<file path="config.mk">
export PLATFORM = sky130hd
export DESIGN_NAME = clkcfg_regbank
export DESIGN_NICKNAME = d
export VERILOG_FILES = /design/src/rtl/clkcfg_pkg.sv /design/src/rtl/clkcfg_ctrl.sv /design/src/rtl/clkcfg_dpath.sv /design/src/rtl/clkcfg_regbank.sv
export SDC_FILE = /design/constraint.sdc
export NUM_CORES = 1
export LEC_CHECK = 0
export ABC_AREA = 1
export CAP_MARGIN = 20
export CELL_PAD_IN_SITES_DETAIL_PLACEMENT = 0
export CELL_PAD_IN_SITES_GLOBAL_PLACEMENT = 1
export CORE_MARGIN = 3
export CORE_UTILIZATION = 40
export CTS_BUF_LIST = sky130_fd_sc_hd__clkbuf_16
export CTS_CLUSTER_SIZE = 14
export DETAILED_ROUTE_END_ITERATION = 10
export DONT_BUFFER_PORTS = 1
export PLACE_DENSITY_LB_ADDON = 0.1
export SLEW_MARGIN = 20
export SYNTH_ARGS = -nofsm -noshare
export SYNTH_HDL_FRONTEND = slang
export SYNTH_SLANG_ARGS = --single-unit
</file>
<file path="constraint.sdc">
create_clock -name clk -period 2.3 [get_ports clk]
set_clock_uncertainty 0.1 [all_clocks]
set_input_delay 0.46 -clock clk [delete_from_list [all_inputs] [get_ports clk]]
set_output_delay 0.46 -clock clk [all_outputs]
set_load 0.02 [all_outputs]
</file>
<file path="src/rtl/clkcfg_pkg.sv">
package clkcfg_pkg;
  localparam int DATA_W = 8;
  localparam int ADDR_W = 8;
  localparam int DIV_W  = 12;
  localparam int LO_W   = 4;
  localparam int HI_W   = DIV_W - LO_W;
  localparam int RNG_W  = 2;
  localparam int PMP_W  = 3;

  localparam logic [ADDR_W-1:0] ADDR_REV    = 8'h00;
  localparam logic [ADDR_W-1:0] ADDR_DIV_HI = 8'h01;
  localparam logic [ADDR_W-1:0] ADDR_DIV_LO = 8'h02;
  localparam logic [ADDR_W-1:0] ADDR_CLKCTL = 8'h03;
  localparam logic [ADDR_W-1:0] ADDR_TEST   = 8'h16;
  localparam logic [ADDR_W-1:0] ADDR_ROA    = 8'h17;
  localparam logic [ADDR_W-1:0] ADDR_ROB    = 8'h18;

  localparam logic [DIV_W-1:0] DIV_RESET   = 12'd1693;
  localparam logic [RNG_W-1:0] RANGE_RESET = 2'b01;
  localparam logic [PMP_W-1:0] PUMP_RESET  = 3'b001;

  typedef enum logic [2:0] {
    SEL_NONE, SEL_REV, SEL_HI, SEL_LO, SEL_CLK, SEL_TEST, SEL_ROA, SEL_ROB
  } rdSel_e;

  typedef struct packed {
    logic   wrStageHi;
    logic   wrCommit;
    logic   wrClkCtl;
    logic   wrTest;
    logic   rdValid;
    rdSel_e rdSel;
  } strobes_t;
endpackage

</file>
<file path="src/rtl/clkcfg_ctrl.sv">
module clkcfg_ctrl
  import clkcfg_pkg::*;
(
  input  logic [ADDR_W-1:0] addr,
  input  logic              wrEn,
  input  logic              rdEn,
  output strobes_t          strb
);
  always_comb begin
    strb = '0;
    strb.rdSel = SEL_NONE;
    strb.rdValid = rdEn;
    if (wrEn) begin
      unique case (addr)
        ADDR_DIV_HI: strb.wrStageHi = 1'b1;
        ADDR_DIV_LO: strb.wrCommit  = 1'b1;
        ADDR_CLKCTL: strb.wrClkCtl  = 1'b1;
        ADDR_TEST:   strb.wrTest    = 1'b1;
        default: ;
      endcase
    end
    if (rdEn) begin
      unique case (addr)
        ADDR_REV:    strb.rdSel = SEL_REV;
        ADDR_DIV_HI: strb.rdSel = SEL_HI;
        ADDR_DIV_LO: strb.rdSel = SEL_LO;
        ADDR_CLKCTL: strb.rdSel = SEL_CLK;
        ADDR_TEST:   strb.rdSel = SEL_TEST;
        ADDR_ROA:    strb.rdSel = SEL_ROA;
        ADDR_ROB:    strb.rdSel = SEL_ROB;
        default:     strb.rdSel = SEL_NONE;
      endcase
    end
  end
endmodule

</file>
<file path="src/rtl/clkcfg_dpath.sv">
module clkcfg_dpath
  import clkcfg_pkg::*;
#(
  parameter logic [DATA_W-1:0] REV_ID    = 8'h02,
  parameter logic [DATA_W-1:0] TEST_RO_A = 8'hA5,
  parameter logic [DATA_W-1:0] TEST_RO_B = 8'h5A
) (
  input  logic              clk,
  input  logic              rstN,
  input  strobes_t          strb,
  input  logic [DATA_W-1:0] wrData,
  output logic [DATA_W-1:0] rdData,
  output logic [DIV_W-1:0]  divValue,
  output logic [DIV_W:0]    divRatio,
  output logic              divUpdate,
  output logic              divInvalid,
  output logic [RNG_W-1:0]  rangeSel,
  output logic [PMP_W-1:0]  pumpCode
);
  localparam int CLK_PAD = DATA_W - RNG_W - PMP_W;

  logic [HI_W-1:0]   stageHi;
  logic [LO_W-1:0]   stageLo;
  logic [DIV_W-1:0]  liveDiv;
  logic [DATA_W-1:0] testReg;
  logic [DATA_W-1:0] rdMux;
  logic              updPulse;

  // staging and commit of the divider setting
  always_ff @(posedge clk) begin
    if (!rstN) begin
      stageHi  <= DIV_RESET[DIV_W-1:LO_W];
      stageLo  <= DIV_RESET[LO_W-1:0];
      liveDiv  <= DIV_RESET;
      updPulse <= 1'b0;
    end else begin
      updPulse <= strb.wrCommit;
      if (strb.wrStageHi) stageHi <= wrData;
      if (strb.wrCommit) begin
        stageLo <= wrData[DATA_W-1 -: LO_W];
        liveDiv <= {stageHi, wrData[DATA_W-1 -: LO_W]};
      end
    end
  end

  // clock-generator control and test byte
  always_ff @(posedge clk) begin
    if (!rstN) begin
      rangeSel <= RANGE_RESET;
      pumpCode <= PUMP_RESET;
      testReg  <= '0;
    end else begin
      if (strb.wrClkCtl) begin
        rangeSel <= wrData[DATA_W-1 -: RNG_W];
        pumpCode <= wrData[DATA_W-RNG_W-1 -: PMP_W];
      end
      if (strb.wrTest) testReg <= wrData;
    end
  end

  always_comb begin
    unique case (strb.rdSel)
      SEL_REV:  rdMux = REV_ID;
      SEL_HI:   rdMux = stageHi;
      SEL_LO:   rdMux = {stageLo, {(DATA_W-LO_W){1'b0}}};
      SEL_CLK:  rdMux = {rangeSel, pumpCode, {CLK_PAD{1'b0}}};
      SEL_TEST: rdMux = testReg;
      SEL_ROA:  rdMux = TEST_RO_A;
      SEL_ROB:  rdMux = TEST_RO_B;
      default:  rdMux = '0;
    endcase
  end

  always_ff @(posedge clk) begin
    if (!rstN) rdData <= '0;
    else       rdData <= strb.rdValid ? rdMux : '0;
  end

  assign divValue   = liveDiv;
  assign divRatio   = {1'b0, liveDiv} + {{DIV_W{1'b0}}, 1'b1};
  assign divUpdate  = updPulse;
  assign divInvalid = (liveDiv == '0);
endmodule

</file>
<file path="src/rtl/clkcfg_regbank.sv">
module clkcfg_regbank
  import clkcfg_pkg::*;
#(
  parameter logic [7:0] REV_ID    = 8'h02,
  parameter logic [7:0] TEST_RO_A = 8'hA5,
  parameter logic [7:0] TEST_RO_B = 8'h5A
) (
  input  logic        clk,
  input  logic        rstN,
  input  logic [7:0]  addr,
  input  logic [7:0]  wrData,
  input  logic        wrEn,
  input  logic        rdEn,
  output logic [7:0]  rdData,
  output logic [11:0] divValue,
  output logic [12:0] divRatio,
  output logic        divUpdate,
  output logic        divInvalid,
  output logic [1:0]  rangeSel,
  output logic [2:0]  pumpCode
);
  strobes_t strb;

  clkcfg_ctrl uCtrl (
    .addr (addr),
    .wrEn (wrEn),
    .rdEn (rdEn),
    .strb (strb)
  );

  clkcfg_dpath #(
    .REV_ID    (REV_ID),
    .TEST_RO_A (TEST_RO_A),
    .TEST_RO_B (TEST_RO_B)
  ) uDpath (
    .clk        (clk),
    .rstN       (rstN),
    .strb       (strb),
    .wrData     (wrData),
    .rdData     (rdData),
    .divValue   (divValue),
    .divRatio   (divRatio),
    .divUpdate  (divUpdate),
    .divInvalid (divInvalid),
    .rangeSel   (rangeSel),
    .pumpCode   (pumpCode)
  );
endmodule

</file>
Word level (Yosys, flattened, before mapping)
Index checks and enable logic that the tools add are counted.
Operators by class
  reduce and logical (&&, ||, !) cells: 3
  equal/unequal tests: 13
  add/sub/neg operators: 1
  muxes and demuxes: 8
Operator list (number)
  8-bit one-hot mux with 7 select lines: 1
  8-bit by 5-bit equality test with 1-bit output, second input constant: 3
  3-bit one-hot mux with 7 select lines: 1
  8-bit by 2-bit equality test with 1-bit output, second input constant: 2
  12-bit by 1-bit adder with 13-bit output, second input constant: 1
  3-bit equality test, second input constant: 4
  12-bit logical NOT: 1
  8-bit by 1-bit equality test with 1-bit output, second input constant: 1
  8-bit logical NOT: 1
  3-bit by 2-bit equality test with 1-bit output, second input constant: 2
  1-bit 2-to-1 mux: 4
  4-bit 2-to-1 mux: 1
  3-bit by 1-bit equality test with 1-bit output, second input constant: 1
  3-bit 2-to-1 mux: 1
  2-bit AND reduction: 1
Storage, ports and cells
  output and inout bits: 40
  bits in registers: 46
  logic and storage cells: 33

Depth between registers and ports, before layout
  depth after elaboration: 5
  depth in mapped cells: 12
  mapped depth without buffers: 12

Modules after synthesis
Synthesis repeated with hierarchy kept, for this count alone.
Second synthesis, totals
  cells, all modules: 323
  area total of the unflattened synthesis: 2173.3 sq um
By module, submodules not included
  clkcfg_dpath: area an instance 1946.9 sq um, instances 1, cells each 272
  clkcfg_ctrl: area an instance 226.5 sq um, instances 1, cells each 51

Least setup slack after synthesis
Ideal clock, no wire load.
  path kind: register -> output
  from: reg uDpath.liveDiv[1] (netlist: uDpath.divValue[1])
  to: out divRatio[12]
  slack: -28 ps
  buffers on the path: 0
  data arrival time: 1768 ps
  data required time: 1740 ps
  stages on the path, launching flop included: 6
  cells stage by stage: dfxtp_1 ha_1 nand4_1 nor3_1 nand2_1 nor3b_1
Between the ends
  word-level cells in the longest chain between the ends: 1
Ends and longest elaborated chain
  start, declared: line clkcfg_dpath.sv:24  | logic [DIV_W-1:0] liveDiv;
  start signal, assigned: line clkcfg_dpath.sv:41  | liveDiv <= {stageHi, wrData[DATA_W-1 -: LO_W]};
  12-bit by 1-bit adder with 13-bit output: line clkcfg_dpath.sv:80  | assign divRatio = {1'b0, liveDiv} + {{DIV_W{1'b0}}, 1'b1};
  end, declared: line clkcfg_regbank.sv:16  | output logic [12:0] divRatio,
Every way passes these cells.

Worst setup path after layout
  from: reg uDpath.liveDiv[0] (netlist: uDpath.divValue[0])
  to: out divRatio[11]
The elaborated chain is that of the path after synthesis.

==> results.txt <==
STA classifies the critical path endpoint as a primary output. The routed length per placed instance came out at approximately 14 µm. The repair_antennas step left the layout with diodes totalling 0. STA puts the critical path data arrival time at about 1.6 ns. Data on the critical path is required at its endpoint by approximately 1.7 ns. The area fraction of the dominant cell type after synthesis came out at 0.3816. At the end of the flow, the number of nets in the layout was 360. The maximum ir drop on the vdd rail came out at 336.6 µV. In this run the power density over the cells is about 600 mW/mm². The reg-to-reg startpoint is uDpath.divValue[2].

The initial utilization of the core area, before any placement, comes to 0.4233. The mean instance size in the synthesized netlist came out at 6.973 µm². For this run, the slowest stage of the critical path takes roughly 0.38 ns.

The wire length after detailed routing is around 5900 µm. At the end of routability-driven placement, the weighted congestion stood at around 0.85. The horizontal die dimension is between 80 and 90 µm. Summed over all cells, the static leakage comes to between 1 and 1.5 nW. The via count of the first global-routing pass came to between 1500 and 2000. The H-tree was split into 2 levels. The xor/xnor cell area share of the yosys netlist is 0.03578. The internal power is 1.255 mW. The setup path with the least slack is of type reg2out. In this run the clock root is driven by a sky130_fd_sc_hd__clkbuf_16.

On the critical path the largest part of the delay comes from simple AND/OR/NAND/NOR gates. The peak clock frequency supported by timing is 454.2 MHz. The smallest hold slack is 0.1651 ns. In the final layout, the multi-input gates occupy ~0.0013 mm². The number of nets handed over by synthesis was between 300 and 400. The combinational power share is 0.030.

The compound-gate portion of the synthesized area is 0.1062. The worst setup path is launched from a register. The number of ports placed on the die boundary came out at 60. The number of antenna violations at the first check in global routing is 0. Of the total power, the share spent switching nets is 0.2020.

The floorplan die height is 80.22 µm. The time the worst path needs with I/O delays and setup is 2.202 ns. The unique cell type count in the Yosys netlist came out at 27. The detail route stage leaves a number of antenna-violating nets equal to 0. The share of final-layout standard cells stronger than drive strength 1 came out at 0.1888.

Among all stages on the critical path, the largest delay is contributed by sky130_fd_sc_hd__dfxtp_4. Adding up every negative setup slack in the final design gives 0 ns. In this run the worst setup path begins at uDpath.divValue[0]. The total power consumption of the routed design came out at around 1.6 mW.

The clock insertion delay at the later pin of the skew report came out at 0.28 ns. The switching power is ~0.32 mW. The library cell used most frequently in the layout, excluding fill and tap cells, is sky130_fd_sc_hd__nand2_1. The simple-gate portion of the synthesized area is 0.4020. The number of hold violations in the final report came out at 0. The half-perimeter wire length after placement came out at roughly 4600 µm. The count of fill cells added during filler insertion is roughly 540.

The number of instances in the placed design is around 400. The total placed instance area is 0.002416 mm². The number of setup violations in the final report is 0. Global routing finished with a remaining overflow of 0. The share of the clock period used by the worst path after layout came out at 0.9572. The cell type contributing the most total cell area after synthesis is sky130_fd_sc_hd__dfxtp_1. The die covers approximately 0.0064 mm². By area, the combinational part of the netlist is dominated by simple AND/OR/NAND/NOR gates. By area the synthesized netlist is led by sky130_fd_sc_hd__dfxtp_1 38%, sky130_fd_sc_hd__nand2_1 11%, sky130_fd_sc_hd__nor2_1 8.9%, sky130_fd_sc_hd__nand3_1 7.3%, sky130_fd_sc_hd__a21oi_1 4.1%.

The sequential cell area fraction in the yosys report came out at 0.3816. The quantity of hold-fixing buffers added after cts is 0. At the placement stage, the worst setup path has a slack of 0.1460 ns. The cell count after synthesis came out at about 320.

The number of buffers inserted by port buffering came out at 0. The count of standard-cell rows came out at 26. The mean number of vias per cell is 5.134. The signal on the critical path passes through inv_4 > nor4_4 > nand4_1 > nor2_2 > xor2_2.

The number of violations of the max-capacitance limit came out at 0. The finished cells cover between 0.002 and 0.003 mm². The flip-flop and latch area came out at 848.3 µm². The slew at the pin closest to its max-slew limit is approximately 0.47 ns. The DRC violation count after routing is 0.

The number of DRC markers after the initial detailed-route iteration is roughly 130. The final-report max-slew violation count is 0. The library cells used most frequently in the layout, excluding fill and tap cells, are 66 x sky130_fd_sc_hd__nand2_1, 51 x sky130_fd_sc_hd__nor2_1, 38 x sky130_fd_sc_hd__dfxtp_1. The maximum number of pins on one net before global-route repair is 29. The clock-pin slew on the worst setup and hold paths is approximately 0.06 ns.

The number of warning messages in the yosys log is 0. The buffers plus inverters on the worst setup path came out at 1. The portion of synthesized area spent on multiplexers is 0. The power share of the clock group is 0.506. The count of non-filler cells in the finished layout came out at 409. In the global route stage, overall resource usage came out at 0.1942.

The core region is around 0.0052 mm². Setup repair after global routing could not meet its margin everywhere. The least setup slack across all paths after layout is 0.09849 ns. The first-pass GRT wire length came out at a little under 10000 µm. The worst slew slack as a fraction of its limit is 0.6872. The class of the tightest hold or removal check is in2reg. The register-to-register setup slack came out at about 1.2 ns. The clock net in this run drives a total of between 40 and 50 sinks.

TritonCTS built the clock tree. The number of clock buffers inserted by TritonCTS is 5. The start point of the worst min-delay path is rstN.

The sequential share of power is 0.464. The first-pass iteration count of the detailed router is 4. The largest fanout on the critical path came out at 4. The area growth from synthesis to layout is 19.87%.

The maximum root-to-sink buffer count came out at 2. The share of synthesized cell area in full adder, half adder and majority cells came out at 0.01136. The post-synthesis register bit count came out at 42. The summed instance area of the synthesized netlist came out at about 0.0022 mm². The final core utilization came out at 0.5075.

The via count of the routed design came out at between 2000 and 2500. The flow ran to the end, and the final reports show no timing, DRC or antenna violations.
layer usage:
metal	wire length (µm)	share of wire	vias up	GRT usage
li1	-	-	1083	-
met1	2694	0.45	936	0.2631
met2	2683	0.45	77	0.3113
met3	498	0.084	4	0.04596
met4	49	0.0083	0	0.04561
met5	0	0	-	0
power groups by stage:
stage | clock, mW | sequential, mW | combinational, mW
2_1_floorplan | 0 | 0.747 | 0.0451
3_3_place_gp | 0 | 0.747 | 0.0472
3_5_place_dp | 0 | 0.747 | 0.0470
4_1_cts | 0.811 | 0.731 | 0.0473
5_1_grt | 0.846 | 0.729 | 0.0536
6_report | 0.796 | 0.730 | 0.0470
worst paths after layout:
check	end	cells after the start
max reg2reg	uDpath.rdData[6]	5
max	divRatio[11]	5
min reg2reg	uDpath.testReg[5]	2
min	uDpath.divValue[9]	1
sequential cells by signal (all words and copies together), names as in the netlist:
signal            flops
uDpath.divUpdate      1
uDpath.rdData         8
uDpath.divValue      12
uDpath.stageHi        8
uDpath.pumpCode       3
uDpath.testReg        8
uDpath.rangeSel       2
synth_stat cells (all sizes together):
| cell | count |
|---|---|
| a21oi | 18 |
| a31oi | 1 |
| buf | 1 |
| clkbuf | 5 |
| clkinv | 3 |
| dfxtp | 42 |
| ha | 2 |
| inv | 26 |
| nand2 | 74 |
| nand3 | 32 |
| nand4 | 10 |
| nor2 | 63 |
| nor3 | 2 |
| nor3b | 1 |
| nor4 | 2 |
| o211ai | 5 |
| o21ai | 20 |
| xnor2 | 2 |
| xor2 | 7 |
timing repair:
action                                  4_1_cts  5_1_grt
pin swaps                                     2        5
cloned                                        0        0
setup buffers                                 1        1
endpoints found under the setup margin        4        4
resized for setup                             6        7
final cells by class:
cell class	instances	share of cell area
clock buffer	5	0.04737
clock inverter	3	0.01658
inverter	29	0.04216
multi-input combinational	239	0.4799
sequential	42	0.3212
tap	70	0.03316
timing repair buffer	21	0.05969
logic make-up (layout without fill, tap and decap cells):
family                     after synthesis  in the layout
DFF                                     42             42
and+or+nand+nor                        184            184
buffers and inverters                   35             58
AOI/OAI and AO/OA                       44             44
xor gates and xnor gates                 9              9
adders and majority gates                2              2
Power figures use the tool's default switching activity.
